[config.mk]
export PLATFORM = sky130hd
export DESIGN_NAME = hdlc_rx_packer
export DESIGN_NICKNAME = d
export VERILOG_FILES = /design/src/rtl/rxp_pkg.sv /design/src/rtl/rxp_frame_filter.sv /design/src/rtl/rxp_byte_fifo.sv /design/src/rtl/rxp_block_mon.sv /design/src/rtl/hdlc_rx_packer.sv
export SDC_FILE = /design/constraint.sdc
export NUM_CORES = 1
export LEC_CHECK = 0
export BUFFER_PORTS_ARGS = -buffer_cell sky130_fd_sc_hd__buf_4
export CAP_MARGIN = 10
export CORE_ASPECT_RATIO = 0.7
export CORE_UTILIZATION = 35
export DETAILED_ROUTE_END_ITERATION = 7
export PLACE_DENSITY = 0.53
export SLEW_MARGIN = 20
export SYNTH_ARGS = -nofsm -noshare
export SYNTH_HDL_FRONTEND = slang
export SYNTH_SLANG_ARGS = --single-unit
[constraint.sdc]
create_clock -name clk -period 8.9 [get_ports clk]
set_input_delay 1.78 -clock clk [delete_from_list [all_inputs] [get_ports clk]]
set_output_delay 1.78 -clock clk [all_outputs]
set_load 0.01 [all_outputs]
[src/rtl/rxp_pkg.sv]
package rxp_pkg;

  localparam int unsigned QUEUE_DEPTH = 64;
  localparam int unsigned BLK_W       = 6;

  // Block size for a 2-bit code: 32 halved once per code step.
  function automatic logic [BLK_W-1:0] blk_size(input logic [1:0] code);
    return BLK_W'(32) >> code;
  endfunction

  // Layout of the appended frame status byte.
  function automatic logic [7:0] make_status(input logic crc_ok,
                                             input logic aborted,
                                             input logic ovf);
    return {5'b0, ovf, aborted, crc_ok};
  endfunction

endpackage

[src/rtl/rxp_frame_filter.sv]
module rxp_frame_filter
  import rxp_pkg::*;
#(
  parameter int unsigned CNT_W = 8
) (
  input  logic             clk,
  input  logic             rst_n,
  input  logic             flush,
  input  logic             in_valid,
  input  logic [7:0]       in_byte,
  input  logic             in_sof,
  input  logic             in_eof,
  input  logic             in_crc_ok,
  input  logic             in_abort,
  input  logic             cfg_store_addr,
  input  logic             cfg_store_crc,
  input  logic             room_data,
  input  logic             room_stat,
  output logic             wr_en,
  output logic [7:0]       wr_data,
  output logic             eof_evt,
  output logic [CNT_W-1:0] eof_count,
  output logic [7:0]       eof_status
);

  logic             in_frame, keep_crc, ovf;
  logic [1:0]       hcnt;
  logic [7:0]       hold0, hold1;
  logic [CNT_W-1:0] fcnt;

  // Named internal events
  logic       start, beat, close, addr_drop, keep_now, have;
  logic       ovf_now, data_req, data_wr, drop_ovf, stat_wr;
  logic [1:0] h_now;
  logic [7:0] cand, status;

  always_comb begin
    beat      = in_valid && !in_eof && (in_frame || in_sof);
    start     = beat && in_sof;
    close     = in_eof && in_frame;
    keep_now  = start ? cfg_store_crc : keep_crc;
    h_now     = start ? 2'd0 : hcnt;
    ovf_now   = start ? 1'b0 : ovf;
    addr_drop = start && !cfg_store_addr;
    have      = 1'b0;
    cand      = in_byte;
    if (!addr_drop) begin
      if (keep_now) begin
        have = 1'b1;
      end else if (h_now == 2'd2) begin
        have = 1'b1;
        cand = hold0;
      end
    end
    data_req = !flush && beat && have && !ovf_now;
    data_wr  = data_req && room_data;
    drop_ovf = data_req && !room_data;
    stat_wr  = !flush && close && room_stat;
    status   = make_status(in_crc_ok, in_abort, ovf || !room_stat);
    wr_en    = data_wr || stat_wr;
    wr_data  = stat_wr ? status : cand;
  end

  always_ff @(posedge clk or negedge rst_n) begin
    if (!rst_n) begin
      in_frame   <= 1'b0;
      keep_crc   <= 1'b0;
      ovf        <= 1'b0;
      hcnt       <= 2'd0;
      hold0      <= 8'h00;
      hold1      <= 8'h00;
      fcnt       <= '0;
      eof_evt    <= 1'b0;
      eof_count  <= '0;
      eof_status <= 8'h00;
    end else if (flush) begin
      in_frame <= 1'b0;
      ovf      <= 1'b0;
      hcnt     <= 2'd0;
      fcnt     <= '0;
      eof_evt  <= 1'b0;
    end else begin
      eof_evt <= close;
      if (close) begin
        in_frame   <= 1'b0;
        eof_count  <= fcnt;
        eof_status <= status;
      end
      if (beat) begin
        if (start) begin
          in_frame <= 1'b1;
          keep_crc <= cfg_store_crc;
          ovf      <= drop_ovf;
          fcnt     <= CNT_W'(data_wr);
        end else begin
          ovf  <= ovf || drop_ovf;
          fcnt <= fcnt + CNT_W'(data_wr);
        end
        // Hold-back line, used only when the CRC bytes are being dropped.
        if (!keep_now && !addr_drop) begin
          case (h_now)
            2'd0:    begin hold0 <= in_byte; hcnt <= 2'd1; end
            2'd1:    begin hold1 <= in_byte; hcnt <= 2'd2; end
            default: begin hold0 <= hold1; hold1 <= in_byte; hcnt <= 2'd2; end
          endcase
        end else if (start) begin
          hcnt <= 2'd0;
        end
      end
    end
  end

  // a dropped address byte never reaches the queue
  p_addr_drop_r3: assert property (@(posedge clk) disable iff (!rst_n)
    (in_valid && in_sof && !in_eof && !cfg_store_addr) |-> !data_wr)
    else $error("address byte written although dropping was selected");

  // an end-of-frame event only follows a closing strobe
  p_eof_follows_close_r5: assert property (@(posedge clk) disable iff (!rst_n)
    eof_evt |-> $past(in_eof) && !$past(flush))
    else $error("eof event without a close strobe");

  // once a frame has overflowed, its data writes stop
  p_ovf_stops_data_r7: assert property (@(posedge clk) disable iff (!rst_n)
    (ovf && !(in_valid && in_sof)) |-> !data_wr)
    else $error("data written after overflow");

  // no write without an open frame or a starting beat
  p_idle_no_write_r9: assert property (@(posedge clk) disable iff (!rst_n)
    (!in_frame && !(in_valid && in_sof)) |-> !wr_en)
    else $error("write outside a frame");

endmodule

[src/rtl/rxp_byte_fifo.sv]
module rxp_byte_fifo #(
  parameter int unsigned DEPTH = 64,
  localparam int unsigned AW   = $clog2(DEPTH),
  localparam int unsigned LW   = AW + 1
) (
  input  logic          clk,
  input  logic          rst_n,
  input  logic          flush,
  input  logic          wr_en,
  input  logic [7:0]    wr_data,
  input  logic          rd_en,
  output logic [7:0]    rd_data,
  output logic          rd_nonempty,
  output logic [LW-1:0] level,
  output logic          room_data,
  output logic          room_stat
);

  logic [7:0]    mem [DEPTH];
  logic [AW-1:0] wr_ptr, rd_ptr;
  logic          pop, push;

  always_comb begin
    rd_nonempty = (level != '0);
    pop         = rd_en && rd_nonempty;
    push        = wr_en && (level < LW'(DEPTH));
    room_data   = (level < LW'(DEPTH - 1));
    room_stat   = (level < LW'(DEPTH));
    rd_data     = mem[rd_ptr];
  end

  always_ff @(posedge clk) begin
    if (push) mem[wr_ptr] <= wr_data;
  end

  always_ff @(posedge clk or negedge rst_n) begin
    if (!rst_n) begin
      wr_ptr <= '0;
      rd_ptr <= '0;
      level  <= '0;
    end else if (flush) begin
      wr_ptr <= '0;
      rd_ptr <= '0;
      level  <= '0;
    end else begin
      wr_ptr <= wr_ptr + AW'(push);
      rd_ptr <= rd_ptr + AW'(pop);
      level  <= level + LW'(push) - LW'(pop);
    end
  end

  // nothing is offered for writing into a full queue
  p_no_overflow_r7: assert property (@(posedge clk) disable iff (!rst_n)
    wr_en |-> level < LW'(DEPTH))
    else $error("write into a full queue");

  // the fill level never exceeds the depth
  p_level_bound_r6: assert property (@(posedge clk) disable iff (!rst_n)
    level <= LW'(DEPTH))
    else $error("fill level out of range");

  // a reset command leaves the queue empty
  p_flush_empty_r8: assert property (@(posedge clk) disable iff (!rst_n)
    $past(flush) |-> level == '0)
    else $error("queue not empty after reset command");

endmodule

[src/rtl/rxp_block_mon.sv]
module rxp_block_mon
  import rxp_pkg::*;
(
  input  logic       clk,
  input  logic       rst_n,
  input  logic       load,
  input  logic [1:0] cfg_blk_code,
  input  logic       wr_en,
  output logic       blk_ready
);

  logic [1:0]       code_q;
  logic [BLK_W-1:0] cnt, size, cnt_inc;
  logic             hit;

  always_comb begin
    size    = blk_size(code_q);
    cnt_inc = cnt + BLK_W'(1);
    hit     = wr_en && (cnt_inc == size);
  end

  always_ff @(posedge clk or negedge rst_n) begin
    if (!rst_n) begin
      code_q    <= 2'b00;
      cnt       <= '0;
      blk_ready <= 1'b0;
    end else if (load) begin
      code_q    <= cfg_blk_code;
      cnt       <= '0;
      blk_ready <= 1'b0;
    end else begin
      blk_ready <= hit;
      if (hit)        cnt <= '0;
      else if (wr_en) cnt <= cnt_inc;
    end
  end

  // a block event always comes from a counted write
  p_blk_after_write_r1: assert property (@(posedge clk) disable iff (!rst_n)
    blk_ready |-> $past(wr_en) && !$past(load))
    else $error("block event without a counted write");

  // the active code only moves on a command
  p_code_hold_r2: assert property (@(posedge clk) disable iff (!rst_n)
    !$past(load) |-> $stable(code_q))
    else $error("block code changed without a command");

  // the counter stays below the active size
  p_cnt_range_r1: assert property (@(posedge clk) disable iff (!rst_n)
    cnt < size)
    else $error("block counter out of range");

endmodule

[src/rtl/hdlc_rx_packer.sv]
module hdlc_rx_packer
  import rxp_pkg::*;
#(
  parameter int unsigned DEPTH = QUEUE_DEPTH,
  parameter int unsigned CNT_W = 8,
  localparam int unsigned LW   = $clog2(DEPTH) + 1
) (
  input  logic             clk,
  input  logic             rst_n,
  input  logic             in_valid,
  input  logic [7:0]       in_byte,
  input  logic             in_sof,
  input  logic             in_eof,
  input  logic             in_crc_ok,
  input  logic             in_abort,
  input  logic             cfg_store_addr,
  input  logic             cfg_store_crc,
  input  logic [1:0]       cfg_blk_code,
  input  logic             cmd_rx_reset,
  input  logic             cmd_msg_done,
  input  logic             rd_en,
  output logic [7:0]       rd_data,
  output logic             rd_nonempty,
  output logic [LW-1:0]    rd_level,
  output logic             blk_ready,
  output logic             eof_evt,
  output logic [CNT_W-1:0] eof_count,
  output logic [7:0]       eof_status
);

  logic       q_wr, room_data, room_stat, blk_load;
  logic [7:0] q_wdata;

  assign blk_load = cmd_rx_reset || cmd_msg_done;

  rxp_frame_filter #(.CNT_W(CNT_W)) u_filter (
    .clk(clk), .rst_n(rst_n), .flush(cmd_rx_reset),
    .in_valid(in_valid), .in_byte(in_byte), .in_sof(in_sof), .in_eof(in_eof),
    .in_crc_ok(in_crc_ok), .in_abort(in_abort),
    .cfg_store_addr(cfg_store_addr), .cfg_store_crc(cfg_store_crc),
    .room_data(room_data), .room_stat(room_stat),
    .wr_en(q_wr), .wr_data(q_wdata),
    .eof_evt(eof_evt), .eof_count(eof_count), .eof_status(eof_status)
  );

  rxp_byte_fifo #(.DEPTH(DEPTH)) u_fifo (
    .clk(clk), .rst_n(rst_n), .flush(cmd_rx_reset),
    .wr_en(q_wr), .wr_data(q_wdata), .rd_en(rd_en),
    .rd_data(rd_data), .rd_nonempty(rd_nonempty), .level(rd_level),
    .room_data(room_data), .room_stat(room_stat)
  );

  rxp_block_mon u_blk (
    .clk(clk), .rst_n(rst_n), .load(blk_load), .cfg_blk_code(cfg_blk_code),
    .wr_en(q_wr), .blk_ready(blk_ready)
  );

  // the reset command suppresses both events in the next cycle
  p_reset_quiet_r8: assert property (@(posedge clk) disable iff (!rst_n)
    $past(cmd_rx_reset) |-> !blk_ready && !eof_evt)
    else $error("event after reset command");

endmodule

==> results of run 1 <==
worst min-delay path, stage by stage (launching register included):
cell	delay, ps
dfrtp_1	340
nand2_1	50
nand2_1	50
cell usage in the layout, fill, tap and decap left out, types with 16 or more instances in the layout:
cell type and instances:
dfrtp_1 66, clkbuf_16 55, o21ai_0 42, mux4_2 95, nand2_1 62, a21oi_1 24
buf_4 67, mux2i_1 51, nor2_1 129, mux2_2 33, a221oi_1 16, a22oi_1 20
ha_1 19, nand3_1 17, edfxtp_1 512
kinds of logic after synthesis:
logic type | after synthesis | synth area share, %
flip-flops | 581 | 70.8
other | 1 | 0.0155
multiplexers | 192 | 13.3
AND/OR/NAND/NOR | 299 | 6.22
XOR/XNOR | 20 | 0.725
AO/OA/AOI/OAI | 177 | 5.48
buffers and inverters | 96 | 2.41
adder cells (fa/ha/maj) | 20 | 1.07
worst max-delay path by stage:
stage	cells past startpoint	startpoint	end	slack, ps
2_1_floorplan	5	in_sof	u_fifo.mem[0][0]	3120
3_3_place_gp	7	cmd_rx_reset	u_fifo.mem[18][3]	3470
3_5_place_dp	7	cmd_rx_reset	u_fifo.mem[55][6]	3430
4_1_cts	7	u_fifo.rd_ptr[0]	rd_data[7]	2970
5_1_grt	7	u_fifo.rd_ptr[0]	rd_data[7]	2800
6_report	7	u_fifo.rd_ptr[1]	rd_data[4]	3110
layout make-up:
class,instances,area (µm²),area share (%)
multi-input combinational,713,6570,24.3
clock inverter,28,275,1.02
sequential,581,17100,63.1
clock buffer,69,1430,5.27
inverter,15,56.3,0.208
timing repair buffer,68,523,1.93
tap,902,1130,4.17
Yosys cell counts (all sizes together), types with 12 or more instances:
master	number	area share, %
nor2b	12	0.31
a22oi	21	0.67
and3	12	0.31
inv	15	0.23
nand4	12	0.31
mux2i	51	2.1
clkbuf	31	0.48
o221a	16	0.75
edfxtp	512	64
a21oi	26	0.60
nand3	18	0.39
a22o	12	0.43
mux4	96	9.0
o21ai	47	0.99
buf	50	1.7
dfrtp	69	7.1
mux2	45	2.2
a221oi	17	0.64
nand2	62	0.96
ha	19	0.98
nor2	138	2.2
sequential cells by signal (all words and copies together), names as in the netlist, 3 cells and up:
signal / count
u_blk.cnt: 6
u_filter.eof_count: 8
u_filter.fcnt: 8
u_fifo.wr_ptr: 6
u_filter.hold1: 8
u_filter.hold0: 8
u_fifo.level: 7
u_filter.eof_status: 3
u_fifo.mem: 512
u_fifo.rd_ptr: 6
report_power, final:
group	switching (W)	total (W)	leakage [nW]	internal [W]
Combinational	0.000543	0.00100	2.61	0.000459
Clock	0.00101	0.00229	0.819	0.00128
Sequential	0.0000587	0.00307	5.53	0.00301
routing by layer:
layer	vias up	share of wire (%)	global-route usage [%]
li1	5573	-	-
met1	6697	49	26.9
met2	438	41	22.4
met3	66	8.4	4.44
met4	0	1.4	2.91
met5	-	0	0
through the flow:
| step | instance area [µm²] | total power [W] | util, % | hold WS, ps | setup slack [ps] |
|---|---|---|---|---|---|
| CTS | 27100 | 0.00641 | 39.7 | 479 | 2970 |
| floorplan | 24200 | 0.00386 | - | 449 | 3120 |
| detailed placement | 25400 | 0.00414 | 37.2 | 464 | 3430 |
| finish | 27100 | 0.00636 | 39.8 | 474 | 3110 |
| global placement | 25400 | 0.00413 | 37.2 | 466 | 3470 |
| global route | 27100 | 0.00659 | 39.8 | 517 | 2800 |
==> metrics, run 1 <==
status finished, final reports clean; Mean Syn Cell Area 17.4 µm²; most used cell, CP buf_4; Post-CTS Hold Fix Bufs 0; CP Cell Sequence buf_4, and2_1, a221oi_1, a22oi_1, nand4_1, a211oi_1, buf_4; CP Launch Type flop; placed cells around 2.3k; worst hold start u_filter.eof_status[0]; diodes inserted 0; CP required 7120 ps; worst reg2reg path endpoint u_fifo.mem[55][7]; Tot GR Track Use between 10% and 20%; Largest stage delay, worst path 740 ps; final period utilization about two thirds; Fmax approximately 0.17 GHz; max_slew headroom 25.3%; Max Cap Viol 0; worst-case reg-to-reg path depth 8; final hold vios 0; Mapped Cells 1386; Synth Register Bits 581; TritonCTS clock tree built; htree depth 2; router iterations before antenna repair 5; Leakage 8.96 nW; proportion of layout cells with a drive suffix above 1 23.0%; power density over the cells 235 mW/mm²; routed len/inst 24.5 µm; initial antenna violation count 1; core area ~0.07 mm²; I/O pins 56; clock skew 13.7 ps; Layout area overhead 12.1%; CP delay by family, top compound AO/OA/AOI/OAI gates; Main synth FF type edfxtp_1; CP endpoint kind primary output; CP Class reg -> out; GP Congestion 0.840; Yosys warnings 0; count of different cell masters after synthesis 82; Post-synth EDFFs just over 500; # fillers 6135; quantity of gates resized following cts 0; FF-to-FF setup slack roughly 5000 ps; final wirelength a little under 60000 µm; Slew @ Worst Pin 1120 ps; Initial Util around 35%; gr ovfl total 0; crit path max-delay cell type and2_1; Routed Antenna Nets 0; DIE AREA about 0.070 mm²; Worst EP arrival around 4000 ps; setup bufs post-CTS 0; IR Drop Worst-Case VDD 0.000146 V; Crit Path Max Fanout 34; Hold Crit Class reg -> reg; Seq/Total Area, Yosys approximately 71%; largest net degree at the start of global routing 84; CTS sink count roughly 580; Final Non-Filler Cells 2376; CP Buf/Inv Count 2; CTS clk-pin slew, worst paths ~60 ps; reg2reg start u_fifo.level[6]; total CTS buffers 54; row cnt 80; root buf cell clkbuf_16; Async SR Flop Fraction 11.9%; starting DRC count in detailed routing 1302; Final nets 1475; first-pass GRT wire length approximately 87000 µm; Longest Clk Path Bufs 3; synthesized cell area 0.0242 mm²; Final setup viols 0; Final HPWL DP 35900 µm; DR DRC count 0; clk_lat worst skew about 580 ps; vias in the first global route between 10k and 15k; worst hold stages 2; Die Y-Extent 222 µm; RSZ-0062 raised after global routing no; worst hold endpoint u_filter.eof_status[0]; count of input and output buffers 50; DR vias/cell about 5.4; min Tclk post-route 5790 ps; setup TNS 0 ps; count of final max-slew check failures 0; routed via count around 13k; Die X 316 µm
No activity file was read; power rests on OpenSTA's default activity.
==> run 2: changes to the inputs <==
- PLACE_DENSITY: 0.53 -> 0.54
- clock period: 8.9 -> 4.67 ns (I/O delays scaled with it)
==> run 2 against run 1 <==
Compared with the run above: critical path depth rose by 1; clock skew up 6.7 ps; sequential share of layout area is 1.7 points lower; via count increased by 0.32%; critical endpoint is now rd_data[0]; final area is 2.7% higher; clock power is 110% higher; die area did not move.
==> metrics, run 2 (same netlist as run 1, synthesis figures left out) <==
status finished, final reports clean; Layout area overhead 15.2%; GP Congestion 0.856 (+1.9%); DIE AREA 0.0701 mm² (unchanged); Crit Path Max Fanout 16 (-53%); starting DRC count in detailed routing 1337 (+2.7%); RSZ-0062 raised after global routing no; Leakage 9.41 nW (+5.0%); reg2reg start u_fifo.level[1]; diodes inserted 0 (unchanged); Final nets 1528 (+3.6%); total CTS buffers 53 (-1.9%); CP Launch Type flop; proportion of layout cells with a drive suffix above 1 26.4% (+3.4 points); Final HPWL DP 36300 µm (+1.2%); htree depth 2 (unchanged); root buf cell clkbuf_16; Max Cap Viol 0 (unchanged); Fmax 0.218 GHz; max_slew headroom 36.6% (+11 points); first-pass GRT wire length 86900 µm (+0.12%); final wirelength 57800 µm (-0.56%); router iterations before antenna repair 5 (unchanged); core area 0.0682 mm² (unchanged); setup bufs post-CTS 0 (unchanged); CP required 3740 ps (-3380 ps); most flop-heavy register u_fifo.mem; Die X 316 µm (unchanged); Critical path origin u_fifo.rd_ptr[2]; CTS clk-pin slew, worst paths 70 ps (about the same); row cnt 80 (unchanged); Total Power 0.0127 W (+100%); vias in the first global route 12.9k (+1.1%); Hold Crit Class in -> async; leading cell type in the layout, fill and taps excluded edfxtp_1; I/O pins 56 (unchanged); count of final max-slew check failures 0 (unchanged); Die Y-Extent 222 µm (unchanged); final period utilization 98.4%; Longest Clk Path Bufs 3 (unchanged); hold_ws 479 ps (+4.61 ps); Post-CTS Hold Fix Bufs 0 (unchanged); Routed Antenna Nets 0 (unchanged); Final setup viols 0 (unchanged); Final WS setup 74.1 ps (-3040 ps); initial antenna violation count 1 (unchanged); most frequent cells in the layout edfxtp_1 (512), nor2_1 (131), buf_4 (116); Worst EP arrival 3660 ps (-350 ps); gr ovfl total 0 (unchanged); final hold vios 0 (unchanged); Largest register FFs 512 (unchanged); routed len/inst 23.8 µm (-2.9%); DR DRC count 0 (unchanged); Slew @ Worst Pin 952 ps (-164 ps); CP endpoint kind primary output; post-place setup slack 548 ps (-2880 ps); DR vias/cell 5.27 (-2.0%); min Tclk post-route 4600 ps; IR Drop Worst-Case VDD 0.000360 V (+150%); clock skew 20.4 ps (+6.69 ps); CP Class reg -> out; routed via count 12.8k (+0.32%); largest net degree at the start of global routing 72 (-14%); power density over the cells 457 mW/mm² (+95%); clk_lat worst skew 590 ps (about the same); count of input and output buffers 50 (unchanged); CTS sink count 581 (unchanged); setup TNS 0 ps (unchanged); TritonCTS clock tree built; Tot GR Track Use 16.7% (about the same); # fillers 6093 (-0.68%); quantity of gates resized following cts 0 (unchanged); Initial Util 35.4% (unchanged)
[run 2: cell count changes in the layout (fill, tap and decap cells not counted), sizes merged]
cell / before / now
buf: 68 / 122
bufinv: 5 / 14
clkbuf: 69 / 65
clkinvlp: 5 / 3
[run 2: cell type report]
type                    instances  area, µm²  area share, %
inverters                      15       56.3          0.202
clock inverters                35        543           1.95
repair buffers                122        991           3.56
multi-input cells             713       6570           23.6
flip-flops and latches        581      17100           61.5
clock buffers                  65       1430           5.15
well taps                     902       1130           4.06
[run 2: path summary, 6_finish.rpt]
kind | end | slack, ps | cells after the start
hold reg to reg | u_filter.eof_count[3] | 480 | 2
max in group asynchronous | u_fifo.rd_ptr[1] | 3470 | 1
min in group clk | u_filter.eof_count[3] | 480 | 2
setup / recovery | rd_data[0] | 70 | 8
hold / removal | u_fifo.level[5] | 480 | 1
setup reg to reg | u_fifo.mem[10][2] | 970 | 7
[run 2: layer usage]
| metal | vias to the layer above | GRT usage, % | routed length (µm) |
|---|---|---|---|
| met5 | - | 0 | 0 |
| met4 | 0 | 3.16 | 844 |
| met3 | 61 | 4.62 | 4890 |
| met2 | 398 | 23.1 | 24400 |
| met1 | 6674 | 26.0 | 27700 |
| li1 | 5682 | - | - |
[run 2: power breakdown]
group / switching (W) / internal (W) / leakage (nW) / total, W
Clock: 0.00194 / 0.00297 / 0.963 / 0.00490
Combinational: 0.00107 / 0.000911 / 2.91 / 0.00198
Sequential: 0.000108 / 0.00573 / 5.53 / 0.00584
[run 2: metrics by stage]
step           utilization, %  std cells  area [µm²]
6_report                 40.8       2433       27800
5_1_grt                  40.8       2433       27800
3_3_place_gp             37.9       2332       25800
4_1_cts                  40.8       2432       27800
2_1_floorplan               -       1390       24200
3_5_place_dp             37.9       2332       25800
[run 2: critical path: stages, from the launching register on]
cell	delay [ps]
dfrtp_1	700
buf_4	300
nor2b_1	260
buf_4	270
a221oi_1	200
a22oi_1	260
nand4_1	260
a211oi_1	600
buf_4	230
